===== src/rtl/conv_pkg.sv =====
// Shared constants and helpers for the rate one-half convolutional encoder.
// Assumes a constraint length of 7 and the generator pair 171/133 octal.
package conv_pkg;
    localparam int unsigned CONV_K      = 7;
    localparam int unsigned CONV_MEM    = CONV_K - 1;
    localparam int unsigned CONV_NSYM   = 2;
    localparam logic [CONV_K-1:0] CONV_POLY_A = 7'o171;
    localparam logic [CONV_K-1:0] CONV_POLY_B = 7'o133;
    localparam logic CONV_INV_A = 1'b0;
    localparam logic CONV_INV_B = 1'b1;

    typedef logic [CONV_K-1:0] conv_window_t;

    // Tapped parity of a window, optionally inverted.
    function automatic logic tap_parity(input conv_window_t w,
                                        input conv_window_t poly,
                                        input logic inv);
        return (^(w & poly)) ^ inv;
    endfunction
endpackage


===== src/rtl/conv_history.sv =====
// Shift register that holds the bits sampled before the current one.
// Index MEM-1 holds the newest previous bit and index 0 the oldest.
// Assumes that bit_en marks the only edges at which the register may shift.
module conv_history #(
    parameter int unsigned MEM = 6
) (
    input  logic           clk,
    input  logic           rst_n,
    input  logic           bit_en,
    input  logic           din,
    output logic [MEM-1:0] hist
);
    logic [MEM-1:0] hist_q;

    // Shift the new bit in at each strobe; clear on reset.
    always_ff @(posedge clk) begin
        if (!rst_n)
            hist_q <= '0;
        else if (bit_en)
            hist_q <= {din, hist_q[MEM-1:1]};
    end

    assign hist = hist_q;

    assert_shift_on_strobe_R4: assert property (@(posedge clk) disable iff (!rst_n)
        bit_en |=> (hist_q[MEM-1] == $past(din)) && (hist_q[MEM-2:0] == $past(hist_q[MEM-1:1])));

    assert_hold_without_strobe_R4: assert property (@(posedge clk) disable iff (!rst_n)
        !bit_en |=> $stable(hist_q));

    assert_cleared_by_reset_R1: assert property (@(posedge clk)
        !rst_n |=> (hist_q == '0));
endmodule


===== src/rtl/conv_parity.sv =====
// One generator tap set: combinational parity over the seven-bit window.
// Assumes that window bit K-1 is the current input bit.
module conv_parity
    import conv_pkg::*;
#(
    parameter int unsigned K = 7,
    parameter logic [K-1:0] POLY = 7'o171,
    parameter logic INVERT = 1'b0
) (
    input  logic [K-1:0] window,
    output logic         sym
);
    // XOR the tapped window bits, then apply the optional inversion.
    always_comb begin
        sym = tap_parity(window, POLY, INVERT);
    end
endmodule


===== src/rtl/conv_serializer.sv =====
// Serializes the two symbols of each bit onto one output at the symbol rate.
// A strobe loads the first symbol and holds back the second, which goes out
// on the next edge unless a fresh strobe takes priority.
// Assumes a single-cycle bit_en pulse for each data bit.
module conv_serializer (
    input  logic clk,
    input  logic rst_n,
    input  logic bit_en,
    input  logic sym_first,
    input  logic sym_second,
    output logic code_out
);
    logic out_q;
    logic pend_q;
    logic pend_v;

    // Choose between a fresh first symbol, the pending second symbol, or hold.
    always_ff @(posedge clk) begin
        if (!rst_n) begin
            out_q  <= 1'b0;
            pend_q <= 1'b0;
            pend_v <= 1'b0;
        end else if (bit_en) begin
            out_q  <= sym_first;
            pend_q <= sym_second;
            pend_v <= 1'b1;
        end else if (pend_v) begin
            out_q  <= pend_q;
            pend_v <= 1'b0;
        end
    end

    assign code_out = out_q;

    assert_first_symbol_R2: assert property (@(posedge clk) disable iff (!rst_n)
        bit_en |=> (out_q == $past(sym_first)));

    assert_second_symbol_R3: assert property (@(posedge clk) disable iff (!rst_n)
        ($past(bit_en) && !bit_en) |=> (out_q == $past(sym_second, 2)));

    assert_idle_hold_R5: assert property (@(posedge clk) disable iff (!rst_n)
        (!bit_en && !pend_v) |=> $stable(out_q));

    assert_pending_dropped_R6: assert property (@(posedge clk) disable iff (!rst_n)
        ($past(bit_en) && bit_en) |=> (out_q == $past(sym_first)));
endmodule


===== src/rtl/conv_rate_half_enc.sv =====
// Top level of the rate one-half, constraint length 7 convolutional encoder.
// It runs on a clock at twice the bit rate and samples din on bit_en edges.
// It emits the first-generator symbol and then the inverted second-generator
// symbol. Assumes a synchronous active-low reset.
module conv_rate_half_enc
    import conv_pkg::*;
(
    input  logic clk,
    input  logic rst_n,
    input  logic bit_en,
    input  logic din,
    output logic code_out
);
    localparam int unsigned K   = CONV_K;
    localparam int unsigned MEM = CONV_MEM;
    localparam int unsigned NS  = CONV_NSYM;

    logic [MEM-1:0] hist;
    logic [K-1:0]   window;
    logic [NS-1:0]  syms;

    conv_history #(.MEM(MEM)) u_hist (
        .clk    (clk),
        .rst_n  (rst_n),
        .bit_en (bit_en),
        .din    (din),
        .hist   (hist)
    );

    // Form the code window from the current bit and the stored history.
    always_comb begin
        window = {din, hist};
    end

    for (genvar g = 0; g < NS; g++) begin : g_gen
        conv_parity #(
            .K      (K),
            .POLY   ((g == 0) ? CONV_POLY_A : CONV_POLY_B),
            .INVERT ((g == 0) ? CONV_INV_A  : CONV_INV_B)
        ) u_par (
            .window (window),
            .sym    (syms[g])
        );
    end

    conv_serializer u_ser (
        .clk        (clk),
        .rst_n      (rst_n),
        .bit_en     (bit_en),
        .sym_first  (syms[0]),
        .sym_second (syms[1]),
        .code_out   (code_out)
    );

    assert_reset_output_R1: assert property (@(posedge clk)
        !rst_n |=> (code_out == 1'b0));

    assert_zero_window_R8: assert property (@(posedge clk) disable iff (!rst_n)
        (bit_en && !din && (hist == '0)) |=> (code_out == 1'b0));
endmodule


===== config.mk =====
export PLATFORM = sky130hd
export DESIGN_NAME = conv_rate_half_enc
export DESIGN_NICKNAME = d
export VERILOG_FILES = /design/src/rtl/conv_pkg.sv /design/src/rtl/conv_history.sv /design/src/rtl/conv_parity.sv /design/src/rtl/conv_serializer.sv /design/src/rtl/conv_rate_half_enc.sv
export SDC_FILE = /design/constraint.sdc
export NUM_CORES = 1
export LEC_CHECK = 0
export CORE_AREA = 2 2 39 41
export DETAILED_ROUTE_END_ITERATION = 8
export DIE_AREA = 0 0 41 43
export SLEW_MARGIN = 20
export SYNTH_ARGS = -nofsm -noshare
export SYNTH_HDL_FRONTEND = slang
export SYNTH_SLANG_ARGS = --single-unit

===== constraint.sdc =====
create_clock -name clk -period 2.1 [get_ports clk]
set_input_delay 0.315 -clock clk [delete_from_list [all_inputs] [get_ports clk]]
set_output_delay 0.315 -clock clk [all_outputs]
set_load 0.1 [all_outputs]

# Word-level counts from Yosys, hierarchy flattened

Cells that the tools add are included.

Register bits after elaboration: 9
Input port bits: 4
Word-level logic and storage cells: 11

Multiplexer cells: 3
Bitwise operators: 1
Reduce and logical (&&, ||, !) cells: 3

Operators with widths:

| cell               | count |
|---|---|
| $reduce_xor A7 Y1  | 2 |
| $mux W1            | 3 |
| $reduce_bool A2 Y1 | 1 |
| $not A1 Y1         | 1 |

# Logic depth before layout (Yosys ltp)

Word-level depth: 2
Gate-level depth with buffers: 4
Depth with buffers taken out: 4

# Cells and area by module

A second synthesis with hierarchy kept.

Cell total of the unflattened synthesis: 34
Area, all modules: 419.2 um^2

Modules (own cells, without submodules):

| module          | instances | cells each | area each (um^2) | sequential area each (um^2) |
|---|---|---|---|---|
| conv_history    | 1         | 19         | 229.0            | 120.1 |
| conv_serializer | 1         | 9          | 110.1            | 60.1 |
| conv_parity     | 2         | 3          | 40.0             | 0.0 |

# Least setup slack after synthesis

Ideal clock, no wire load.

Path kind: register -> register
From: register, netlist name u_ser.code_out
To: register u_ser.out_q (netlist: u_ser.code_out)
Library setup time: 0.078 ns
Arrival time: 1.376 ns
Required time: 2.022 ns
Setup slack: 0.646 ns
Cell stages (with the launch flop): 4
Clock period less this slack: 1.454 ns
Path through: dfxtp_1 mux2_2 o21ai_0 nor3_1

RTL lines:

| element                | RTL line              | RTL |
|---|---|---|
| end signal: assignment | conv_serializer.sv:24 | `out_q <= sym_first;` |
| end signal: assignment | conv_serializer.sv:28 | `out_q <= pend_q;` |
| end: declaration       | conv_serializer.sv:13 | `logic out_q;` |

# Worst setup path after layout

From: input din
To: register u_ser.out_q (netlist: u_ser.code_out)

Longest elaborated chain between the ends: 2

Ends and longest elaborated chain:

| element            | RTL line                 | RTL |
|---|---|---|
| start: declaration | conv_rate_half_enc.sv:11 | `input logic din,` |
| $reduce_xor A7 Y1  | conv_pkg.sv:18           | `return (^(w & poly)) ^ inv;` |
| $mux W1            | conv_serializer.sv:23    | `end else if (bit_en) begin` |

No other way between the ends.
A chain may end at the register's enable or synchronous reset.

==> results_dict.tcl <==
set metrics [dict create \
    outcome "complete, no violations" \
    cts_hold_buf 0 \
    setup_tns_ns 0 \
    arrival_ns 1.43 \
    dp_slack_ns 0.540 \
    finalWirelength_um 538 \
    gp_congestion 0.607 \
    first_global_vias 237 \
    drt_iter0_drc 5 \
    cp-start-kind "input port" \
    worstPathCellList "clkdlybuf4s50_1 > xnor2_1 > xnor2_1 > and3b_2 > nor3_1" \
    area_delta_synth_final_pct 21.2 \
    drcViolationCount 0 \
    cpMaxStageDelayCell "clkdlybuf4s50_1" \
    layout-drive-gt1-share_pct 14.3 \
    grt_pass1_wl_um 924 \
    syn_avg_cell_area_um2 10.6 \
    ys_types 15 \
    synth_compound_area_share_pct 6.06 \
    die_width_um 41 \
    tightest_slew_ns 0.448 \
    critPathKind "in -> reg" \
    clock_path_buffers 2 \
    synthMuxAreaShare_pct 16.5 \
    grt_usage_pct 8.16 \
    yosysSeqAreaShare_pct 48.5 \
    busiest_layer "met2" \
    syn_nets 39 \
    die_y_um 43 \
    cp.buffers_inverters 1 \
    vias_per_cell 4.16 \
    cts_tree "built" \
    max_freq_mhz 781 \
    synth_top_family_by_area "simple AND/OR/NAND/NOR gates" \
    final_area_um2 450 \
    peakVddDrop_v 0.000190 \
    start_util_pct 26.9 \
    fin_nets 47 \
    max_slew_margin_pct 70.0 \
    htreeDepth 1 \
    ant_nets 0 \
    clkSlewWorstSetupHoldPaths_ns 0.06 \
    yosysWarnings 0 \
    period_minus_slack_ns 1.28 \
    rows 14 \
    cp_max_fo 3 \
    synth-simple-area-share_pct 18.2 \
    dp_hpwl_um 384 \
    finClkSkew_ns 0.00252 \
    clkLatencyLatePin_ns 0.26 \
    firstDrtPassIters 2 \
    diodes 0 \
    hold_viol 0 \
    path_delay_family "buffers and inverters" \
    cpMostUsedCell "xnor2_1" \
    end_kind "flip-flop" \
    postSynthCellCount 35 \
    drv_cap 0 \
    ios 5 \
    grt_util_met1_pct 8.44 \
    wire_per_inst_um 9.28 \
    grt_use_met3_pct 4.71 \
    clock_sinks 9 \
    drv_slew 0 \
    setup_violations 0 \
    rsz0062_at_grt "false" \
    max_stage_delay_ns 0.44 \
    grt_max_degree 13 \
    synth_xor_area_share_pct 9.43 \
    design.core.area_um2 1380 \
    yosys_register_bits 9 \
    use_met2_pct 11.6 \
    final_cell_mix "dfxtp_1 (9), mux2i_1 (5), nor2b_1 (5)" \
    layout_commonest_cell "dfxtp_1" \
    port_buffers 4 \
    cp.required_ns 2.25 \
    cts-root-buf "clkbuf_4" \
    via_count 241 \
    netlist_area_um2 372 \
    fin_ws_ns 0.820 \
    leakagePower_nw 0.171 \
    antenna_found_initial 0 \
    grt_overflow 0 \
    power.density_nw_per_um2 791 \
    die_area_um2 1760 \
    cts_buffers 3 \
    placed_cell_area_um2 424 \
    cts_resized 0 \
    fin_crit_sh_pct 61.0 \
    synth_adder_area_share_pct 0 \
    cts_setup_buffers 0 \
    hold_class "reg -> reg" \
]
## final timing paths
path	from	end	slack [ns]	depth (start not counted)
max	din	u_ser.code_out	0.82	5
min	u_hist.hist[2]	u_hist.hist[2]	0.52	2
max reg2reg	u_hist.hist[4]	u_ser.code_out	0.98	4
min reg2reg	u_hist.hist[2]	u_hist.hist[2]	0.52	2
## metrics by stage
stage	hold WS [ns]	utilization (%)	power [mW]	std cells
CTS	0.531	32.5	0.367	58
floorplan	0.442	-	0.218	35
finish	0.520	32.5	0.356	58
detailed placement	0.514	30.7	0.231	54
global placement	0.505	30.7	0.231	54
global route	0.560	32.5	0.378	58
## synth_stat cells
cell	instances	area (µm²)
a21boi_0	1	7.51
a21oi_1	1	5.00
and2_1	1	6.26
and3b_2	1	10.0
buf_2	1	5.00
dfxtp_1	9	180
mux2_2	1	11.3
mux2i_1	5	50.1
nand2_1	1	3.75
nor2_1	1	3.75
nor2b_1	5	31.3
nor3_1	1	5.00
o21ai_0	2	10.0
or2b_1	1	7.51
xnor2_1	4	35.0
## where the power goes
group | switching [mW] | internal, mW
combinational | 0.0259 | 0.0205
sequential | 0.00352 | 0.177
clock | 0.0559 | 0.0729
## registers in the layout, summed over array words and instances, names as in the netlist
signal          count
u_hist.hist         6
u_ser.code_out      1
u_ser.pend_q        1
u_ser.pend_v        1
## tightest hold or removal path, stage by stage, from the launching register on
cell,delay [ns]
dfxtp_1,0.32
mux2i_1,0.07
nor2b_1,0.09
## kinds of logic after synthesis
| group | Yosys count |
|---|---|
| buf+inv | 1 |
| xor+xnor | 4 |
| compound gates | 4 |
| mux | 6 |
| simple gates | 11 |
| flops | 9 |
## area by class of cell
class                   instances  area (µm²)
fillers                       147         933
multi-input cells              25         186
flip-flops and latches          9         180
repair buffers                  4        37.5
clock buffers                   4        26.3
well taps                      16        20.0
## per-layer routing
layer | part of all wire [%] | vias up
met2 | 46 | 7
met4 | 0 | 0
met3 | 9.1 | 0
met5 | 0 | -
li1 | - | 133
met1 | 45 | 101
Power figures use the tool's default switching activity.
